[src/rtl/scl_gen_pkg.sv]
package scl_gen_pkg;
  typedef enum logic [2:0] {
    ST_IDLE,
    ST_HOLD,
    ST_LOW,
    ST_RISE,
    ST_HIGH
  } phase_e;

  // Raise a programmed count to the minimum tick count the phase may use.
  function automatic logic [15:0] floor_count(input logic [15:0] raw,
                                              input logic [15:0] floor_val);
    return (raw < floor_val) ? floor_val : raw;
  endfunction
endpackage

[src/rtl/scl_sync.sv]
module scl_sync #(
  parameter int STAGES = 2
) (
  input  logic clk,
  input  logic rst_n,
  input  logic din,
  output logic dout
);
  logic [STAGES-1:0] q;

  always_ff @(posedge clk or negedge rst_n) begin
    if (!rst_n) q <= '1;
    else        q <= {q[STAGES-2:0], din};
  end

  assign dout = q[STAGES-1];
endmodule

[src/rtl/scl_tick_div.sv]
module scl_tick_div (
  input  logic clk,
  input  logic rst_n,
  input  logic run,
  input  logic restart,
  input  logic half_rate,
  output logic tick
);
  logic pre;

  always_ff @(posedge clk or negedge rst_n) begin
    if (!rst_n)                pre <= 1'b0;
    else if (!run || restart)  pre <= 1'b0;
    else if (half_rate)        pre <= ~pre;
    else                       pre <= 1'b0;
  end

  assign tick = run & (~half_rate | pre);
endmodule

[src/rtl/scl_phase_ctr.sv]
module scl_phase_ctr #(
  parameter int W = 9
) (
  input  logic         clk,
  input  logic         rst_n,
  input  logic         run,
  input  logic         tick,
  input  logic [W-1:0] limit,
  output logic         last
);
  logic [W-1:0] cnt;

  assign last = tick & (cnt == limit - W'(1));

  always_ff @(posedge clk or negedge rst_n) begin
    if (!rst_n)             cnt <= '0;
    else if (!run || last)  cnt <= '0;
    else if (tick)          cnt <= cnt + W'(1);
  end
endmodule

[src/rtl/scl_period_gen.sv]
module scl_period_gen #(
  parameter int BYTE_W      = 8,
  parameter bit WIDE_COUNT  = 1'b1,
  parameter int SYNC_STAGES = 2
) (
  input  logic              clk,
  input  logic              rst_n,
  input  logic              enable,
  input  logic              half_rate,
  input  logic [BYTE_W-1:0] low_cnt,
  input  logic [BYTE_W-1:0] high_cnt,
  input  logic              low_cnt_hi,
  input  logic              high_cnt_hi,
  input  logic              scl_in,
  output logic              scl_pull,
  output logic              start_done,
  output logic              low_done,
  output logic              high_done
);
  import scl_gen_pkg::*;

  localparam int CNT_W     = BYTE_W + 1;
  localparam int MIN_TICKS = SYNC_STAGES;

  phase_e           state, state_nx;
  logic [CNT_W-1:0] low_raw, high_raw, low_eff, high_eff, cur_limit;
  logic             scl_sync, counting, tick, last;
  logic             rise_wait;

  generate
    if (WIDE_COUNT) begin : g_wide
      assign low_raw  = {low_cnt_hi, low_cnt};
      assign high_raw = {high_cnt_hi, high_cnt};
    end else begin : g_narrow
      assign low_raw  = {1'b0, low_cnt};
      assign high_raw = {1'b0, high_cnt};
    end
  endgenerate

  assign low_eff  = CNT_W'(floor_count(16'(low_raw), 16'(MIN_TICKS)));
  assign high_eff = CNT_W'(floor_count(16'(high_raw), 16'(MIN_TICKS)));

  scl_sync #(.STAGES(SYNC_STAGES)) u_sync (
    .clk (clk), .rst_n(rst_n), .din(scl_in), .dout(scl_sync)
  );

  assign counting  = (state == ST_HOLD) || (state == ST_LOW) || (state == ST_HIGH);
  assign cur_limit = (state == ST_LOW) ? low_eff : high_eff;
  assign rise_wait = (state == ST_RISE);

  scl_tick_div u_div (
    .clk(clk), .rst_n(rst_n), .run(counting), .restart(last),
    .half_rate(half_rate), .tick(tick)
  );

  scl_phase_ctr #(.W(CNT_W)) u_ctr (
    .clk(clk), .rst_n(rst_n), .run(counting), .tick(tick),
    .limit(cur_limit), .last(last)
  );

  always_comb begin
    state_nx = state;
    if (!enable) state_nx = ST_IDLE;
    else begin
      unique case (state)
        ST_IDLE: state_nx = ST_HOLD;
        ST_HOLD: if (last)     state_nx = ST_LOW;
        ST_LOW:  if (last)     state_nx = ST_RISE;
        ST_RISE: if (scl_sync) state_nx = ST_HIGH;
        ST_HIGH: if (last)     state_nx = ST_LOW;
        default: state_nx = ST_IDLE;
      endcase
    end
  end

  always_ff @(posedge clk or negedge rst_n) begin
    if (!rst_n) state <= ST_IDLE;
    else        state <= state_nx;
  end

  assign scl_pull   = (state == ST_LOW);
  assign start_done = (state == ST_HOLD) & last;
  assign low_done   = (state == ST_LOW)  & last;
  assign high_done  = (state == ST_HIGH) & last;
endmodule

[config.mk]
export PLATFORM = sky130hd
export DESIGN_NAME = scl_period_gen
export DESIGN_NICKNAME = d
export VERILOG_FILES = /design/src/rtl/scl_gen_pkg.sv /design/src/rtl/scl_sync.sv /design/src/rtl/scl_tick_div.sv /design/src/rtl/scl_phase_ctr.sv /design/src/rtl/scl_period_gen.sv
export SDC_FILE = /design/constraint.sdc
export NUM_CORES = 1
export LEC_CHECK = 0
export ABC_AREA = 1
export BUFFER_PORTS_ARGS = -buffer_cell sky130_fd_sc_hd__buf_2
export CAP_MARGIN = 15
export CORE_MARGIN = 2
export CORE_UTILIZATION = 55
export DETAILED_ROUTE_END_ITERATION = 12
export PLACE_DENSITY = 0.79
export SYNTH_ARGS = -nofsm -noshare
export SYNTH_HDL_FRONTEND = slang
export SYNTH_SLANG_ARGS = --single-unit
[constraint.sdc]
create_clock -name clk -period 3.55 [get_ports clk]
set_input_delay 0.5325 -clock clk [delete_from_list [all_inputs] [get_ports clk]]
set_output_delay 0.5325 -clock clk [all_outputs]
set_load 0.05 [all_outputs]
==> flow_summary.yaml, run 1 <==
timing:
  relSlewSlack_pct: 69.92
  timing.final.crit_period_ps: 3455
  max_freq_mhz: 289.5
  finalCritPeriodShare_pct: 97.32
  tightest_slew_ps: 447.0
  fin_skew_ps: 5.654
  drv_slew: 0
  setup_viol: 0
  hold_slack_ps: 130.0
  hold_viol_final: 0
critical_path:
  path_cells: "a21boi_1, nand2_1, nand2_4, inv_4, ha_4, xor2_2, nand2_1, clkinv_1, o21ai_0, nor2_1, nand2_1, nor2_2, nand3_4, nor3_4, buf_6"
  worstPathMaxFanout: 6
  path_class: "flip-flop to output pin"
  crit_family: "simple AND/OR/NAND/NOR gates"
  cpMostUsedCell: "nand2_1"
  cp-start-kind: "flip-flop"
  crit_path_end_kind: "output pin"
  critPathBufInv: 3
  cp_slowest_cell: "dfrtp_1"
  worst_path_largest_cell_delay_ps: 530
  arrival_ps: 2920
  required_ps: 3020
global_route:
  grt_max_degree: 20
  antenna_found_initial: 0
  grt_pass1_vias: 1279
  grt_pass1_wl_um: 5016
  grt_overflow: 0
  grt_usage_pct: 23.09
floorplanning:
  dieArea_sq_um: 3024
  start_util_pct: 57.73
  io_pins: 27
  die_w_um: 54.99
  rows: 18
  core_sq_um: 2477
  die_h_um: 54.99
synthesis:
  yosys.area.top_type_share_pct: 22.75
  synth-warning-count: 0
  netlist_instances: 234
  synth_fa_ha_area_share_pct: 1.750
  muxShareOfSynthArea_pct: 0
  synthXorXnorAreaFrac_pct: 7.874
  ys_seq_elements: 15
  synthesis.area_sq_um: 1430
  synth-simple-area-share_pct: 44.01
  synth_top_family_by_area: "simple AND/OR/NAND/NOR gates"
  synth_fp_nets: 259
  synth_compound_area_share_pct: 7.087
  syn_avg_cell_area_sq_um: 6.112
  ys_seq_area_share_pct: 26.42
  synth_top_area_cell: "dfrtp_1"
  ys_types: 30
  synth_area_leaders: "dfrtp_1 (23%), nand2_1 (18%), inv_1 (10%)"
final_layout:
  final_common_cell: "nand2_1"
  antenna_cells: 0
  nFillCells: 216
  drive_gt1_share_pct: 26.91
  finalNetCount: 301
  area_delta_synth_final_pct: 26.77
  stdcell_count: 305
  multi_input_area_sq_um: 960.9
  seqCellArea_sq_um: 380.4
  layout_common_cells: "nand2_1 (66), inv_1 (40), nor2_1 (32)"
clocking:
  numCtsBuffers: 3
  clock_sinks: 15
  cts_tree: "built"
  insertion_delay_ps: 300
  cts_buffer_depth: 2
  clockRootBuffer: "clkbuf_4"
  clk_pin_slew_ps: 90
  htreeDepth: 1
  postCtsHoldBufs: 0
detailed_routing:
  wl_per_cell_um: 11.90
  postRouteAntennaNets: 0
  drt-initial-drc-count: 40
  wl_um: 3629
  via_per_inst: 5.016
  drc: 0
  drt_pass1_iterations: 4
  vias: 1530
power:
  power_density_nw_per_um2: 562.0
  p_leak_nw: 0.9615
  ir_drop_v: 0.0004384
placed_design:
  dpl.cell_count: 289
  hpwl_um: 2504
  place_congestion: 0.8888
  io_buffers: 26
status:
  status: "finished clean"
flow_run:
  maxCapViolations: 0
worst_hold_path:
  hold_class: "input pin to async pin"
==> registers in the layout (all words and copies together) (netlist names) <==
name / cells
state: 3
u_sync.q: 2
u_div.pre: 1
u_ctr.cnt: 9
==> layer usage <==
metal	vias up	part of all wire, %	global-route usage [%]
met2	48	48	41.47
met5	-	0	0
li1	807	-	-
met1	667	44	27.97
met4	0	2.4	8.537
met3	8	4.7	2.957
==> metrics by stage <==
step / cell area [sq um] / util, % / setup TNS, ps / total power, W / setup slack [ps]
after floorplan: 1430 / - / -541.2 / 0.0006427 / -180.4
after CTS: 1653 / 66.72 / -18.86 / 0.0008719 / -12.68
after detailed placement: 1587 / 64.04 / 0 / 0.0007448 / 161.8
after global routing: 1813 / 73.18 / -336.9 / 0.001112 / -151.2
final: 1813 / 73.18 / 0 / 0.001019 / 95.30
after global placement: 1587 / 64.04 / 0 / 0.0007387 / 255.5
==> cell usage after synthesis (all sizes together) <==
master	count
nand3b	1
clkinv	2
o211ai	1
nor4	2
a21boi	1
xor2	11
xnor2	1
buf	1
o22ai	1
nor3	6
a21oi	2
nor2	39
nand3	21
and3	1
and2	1
inv	44
dfstp	2
ha	2
o21ai	11
nand2	69
nand4	2
dfrtp	13
==> repair_timing <==
item / in CTS / in global routing
endpoints found under the setup margin: 3 / 3
gates resized for setup: 7 / 17
gates cloned: 0 / 1
endpoints found under the hold margin: 0 / 0
pin swaps: 1 / 6
setup buffers: 2 / 9
==> cells by family (layout without fill, tap and decap cells) <==
family	after synthesis	after routing
adders and majority gates	2	2
AOI/OAI and AO/OA	16	16
and+or+nand+nor	142	143
xor gates and xnor gates	12	12
buffers and inverters	47	87
DFF	15	15
==> power breakdown <==
group | switching (W) | internal (W) | total [W]
registers | 0.0000400 | 0.000199 | 0.000239
logic | 0.000428 | 0.000250 | 0.000678
clock network | 0.0000594 | 0.0000420 | 0.000101
total | 0.000528 | 0.000491 | 0.00102
==> final cells by class <==
cell class | count | share of cell area (%)
repair buffers | 37 | 12.77
clock inverters | 1 | 0.2761
well taps | 30 | 2.070
clock buffers | 3 | 1.242
flip-flops and latches | 15 | 20.98
multi-input cells | 173 | 53.00
inverters | 46 | 9.662
==> path summary, 6_finish.rpt <==
| path | startpoint | to | slack, ps | cells after the start |
|---|---|---|---|---|
| max in group asynchronous | rst_n | u_sync.q[1]$_DFF_PN1_ | 3120 | 1 |
| setup / recovery | state[1]$_DFFE_PN0P_ | start_done | 100 | 15 |
| hold / removal | rst_n | u_ctr.cnt[0]$_DFFE_PN0P_ | 130 | 1 |
| min in group clk | scl_in | u_sync.q[0]$_DFF_PN1_ | 320 | 1 |
| setup reg to reg | state[1]$_DFFE_PN0P_ | u_ctr.cnt[7]$_DFFE_PN0P_ | 670 | 18 |
| hold reg to reg | u_sync.q[0]$_DFF_PN1_ | u_sync.q[1]$_DFF_PN1_ | 360 | 0 |
Note: power is estimated with default switching activity, not from simulation.
==> inputs of run 2 (changes only) <==
--- a/config.mk
+++ b/config.mk
@@ -11,7 +11,7 @@
 export CORE_MARGIN = 2
 export CORE_UTILIZATION = 55
 export DETAILED_ROUTE_END_ITERATION = 12
-export PLACE_DENSITY = 0.79
+export PLACE_DENSITY_LB_ADDON = 0.08
 export SYNTH_ARGS = -nofsm -noshare
 export SYNTH_HDL_FRONTEND = slang
 export SYNTH_SLANG_ARGS = --single-unit
==> flow_summary.yaml, run 2 (synthesis gave the netlist of run 1 again) <==
clocking:
  clk_pin_slew_ps: 90
  cts_tree: "built"
  numCtsBuffers: 3
  cts_buffer_depth: 2
  insertion_delay_ps: 280
  htreeDepth: 1
  clockRootBuffer: "clkbuf_4"
  clock_sinks: 15
placed_design:
  hpwl_um: 2424
  place_congestion: 0.9272
  dpl.cell_count: 289
  io_buffers: 26
  place_ws_ps: 321.5
critical_path:
  rrSetupSlack_ps: 860
  timing.rr.start: "state[2]$_DFFE_PN0P_"
  worstPathMaxFanout: 7
  path_cells: "nor2_4, nand2_8, nor2_4, nand2_2, nand2_4, inv_4, ha_1, xor2_1, nand2_1, clkinv_1, o21ai_1, nor2_1, nand2_1, nor2_1, nand3_2, nor3_2, buf_6"
  arrival_ps: 2840
  path_class: "flip-flop to output pin"
  crit_path_end_kind: "output pin"
  required_ps: 3020
  worst_path_largest_cell_delay_ps: 450
  ff2ff_path_depth: 19
  cp_slowest_cell: "dfrtp_2"
  rr_endpoint: "u_ctr.cnt[7]$_DFFE_PN0P_"
  cp-start-kind: "flip-flop"
final_layout:
  multi_input_area_sq_um: 925.9
  final_common_cell: "nand2_1"
  nFillCells: 217
  seqCellArea_sq_um: 380.4
  area_delta_synth_final_pct: 24.06
  layout_common_cells: "nand2_1 (65), inv_1 (40), nor2_1 (33)"
  top_regs: "u_ctr.cnt: 9 flops, state: 3 flops, u_sync.q: 2 flops"
  regMostFlops: "u_ctr.cnt"
  largest_reg_flops: 9
  stdcell_count: 304
  finalNetCount: 300
  drive_gt1_share_pct: 25.91
  antenna_cells: 0
power:
  internal-power_w: 0.0004709
  pwr-share-seq_pct: 24.5
  power_density_nw_per_um2: 542.6
  swShare_pct: 51.09
  p_comb_share_pct: 65.4
  ir_drop_v: 0.0004789
  p_switching_w: 0.0004918
  p_leak_nw: 0.9381
  clkPwrFrac_pct: 10.2
floorplanning:
  start_util_pct: 57.73
  die_w_um: 54.99
  dieArea_sq_um: 3024
  io_pins: 27
  rows: 18
  core_sq_um: 2477
  die_h_um: 54.99
global_route:
  grt_overflow: 0
  grt_max_degree: 20
  antenna_found_initial: 0
  grt_pass1_wl_um: 4885
  grt_pass1_vias: 1214
  grt_usage_pct: 22.06
detailed_routing:
  drc: 0
  drt-initial-drc-count: 47
  vias: 1525
  postRouteAntennaNets: 0
  wl_per_cell_um: 11.07
  via_per_inst: 5.016
  drt_pass1_iterations: 4
  wl_um: 3365
timing:
  tightest_slew_ps: 387.7
  max_freq_mhz: 296.6
  finalCritPeriodShare_pct: 94.97
  fin_ws_ps: 178.7
  hold_viol_final: 0
  setup_viol: 0
  fin_tns_setup_ps: 0
  relSlewSlack_pct: 74.15
  hold_slack_ps: 129.5
  timing.final.crit_period_ps: 3371
  drv_slew: 0
  fin_skew_ps: 1.615
flow_run:
  maxCapViolations: 0
status:
  status: "finished clean"
worst_hold_path:
  hold_class: "input pin to async pin"
run 2: cell count changes in the layout (fill, tap and decap cells not counted), sizes merged:
cell | previous run | this run
buf | 37 | 36
run 2: power groups by stage:
| stage | logic, W | clock network [W] | registers, W |
|---|---|---|---|
| finish | 0.000629 | 0.0000981 | 0.000235 |
| global route | 0.000698 | 0.000107 | 0.000239 |
| CTS | 0.000514 | 0.000102 | 0.000231 |
| detailed placement | 0.000509 | 0 | 0.000235 |
| global placement | 0.000507 | 0 | 0.000234 |
| floorplan | 0.000415 | 0 | 0.000227 |
run 2: timing repair:
action / CTS / global route
hold endpoints to repair: 0 / 0
cloned: 0 / 1
setup buffers: 0 / 10
resized for setup: 3 / 18
setup endpoints to repair: 3 / 3
pin swaps: 0 / 6
hold buffers: 0 / 0
run 2: area by class of cell:
class                           instances  share of cell area [%]
Multi-Input combinational cell        173                   52.19
Tap cell                               30                   2.116
Inverter                               46                   9.873
Clock inverter                          1                  0.2821
Clock buffer                            3                   1.269
Timing Repair Buffer                   36                   12.83
Sequential cell                        15                   21.44
run 2: worst max-delay path, delay by kind of cell, from the launching register on:
kind                       cells  cell delay [ps]
and+or+nand+nor               11             1330
DFF                            1              450
adders and majority gates      1              300
buffers and inverters          3              260
xor gates and xnor gates       1              160
AOI/OAI and AO/OA              1               50
run 2: through the flow:
stage | instance area, sq um | util (%) | power, W
2_1_floorplan | 1430 | - | 0.0006427
3_3_place_gp | 1587 | 64.04 | 0.0007408
3_5_place_dp | 1587 | 64.04 | 0.0007435
4_1_cts | 1622 | 65.45 | 0.0008467
5_1_grt | 1774 | 71.62 | 0.001044
6_report | 1774 | 71.62 | 0.0009626
run 2: how the worst max path moves through the flow:
stage	start	endpoint	slack (ps)
after CTS	state[0]$_DFFE_PN0P_	high_done	20
final	state[2]$_DFFE_PN0P_	low_done	180
after global routing	state[2]$_DFFE_PN0P_	low_done	-40
after floorplan	state[0]$_DFFE_PN0P_	high_done	-180
after detailed placement	state[0]$_DFFE_PN0P_	high_done	320
after global placement	state[0]$_DFFE_PN0P_	start_done	310
run 2: per-layer routing:
layer	wire length, um	vias to the layer above	GRT usage, %
met2	1607	38	38.10
met4	25	0	3.659
met3	202	4	2.419
li1	-	804	-
met5	0	-	0
met1	1528	679	30.19
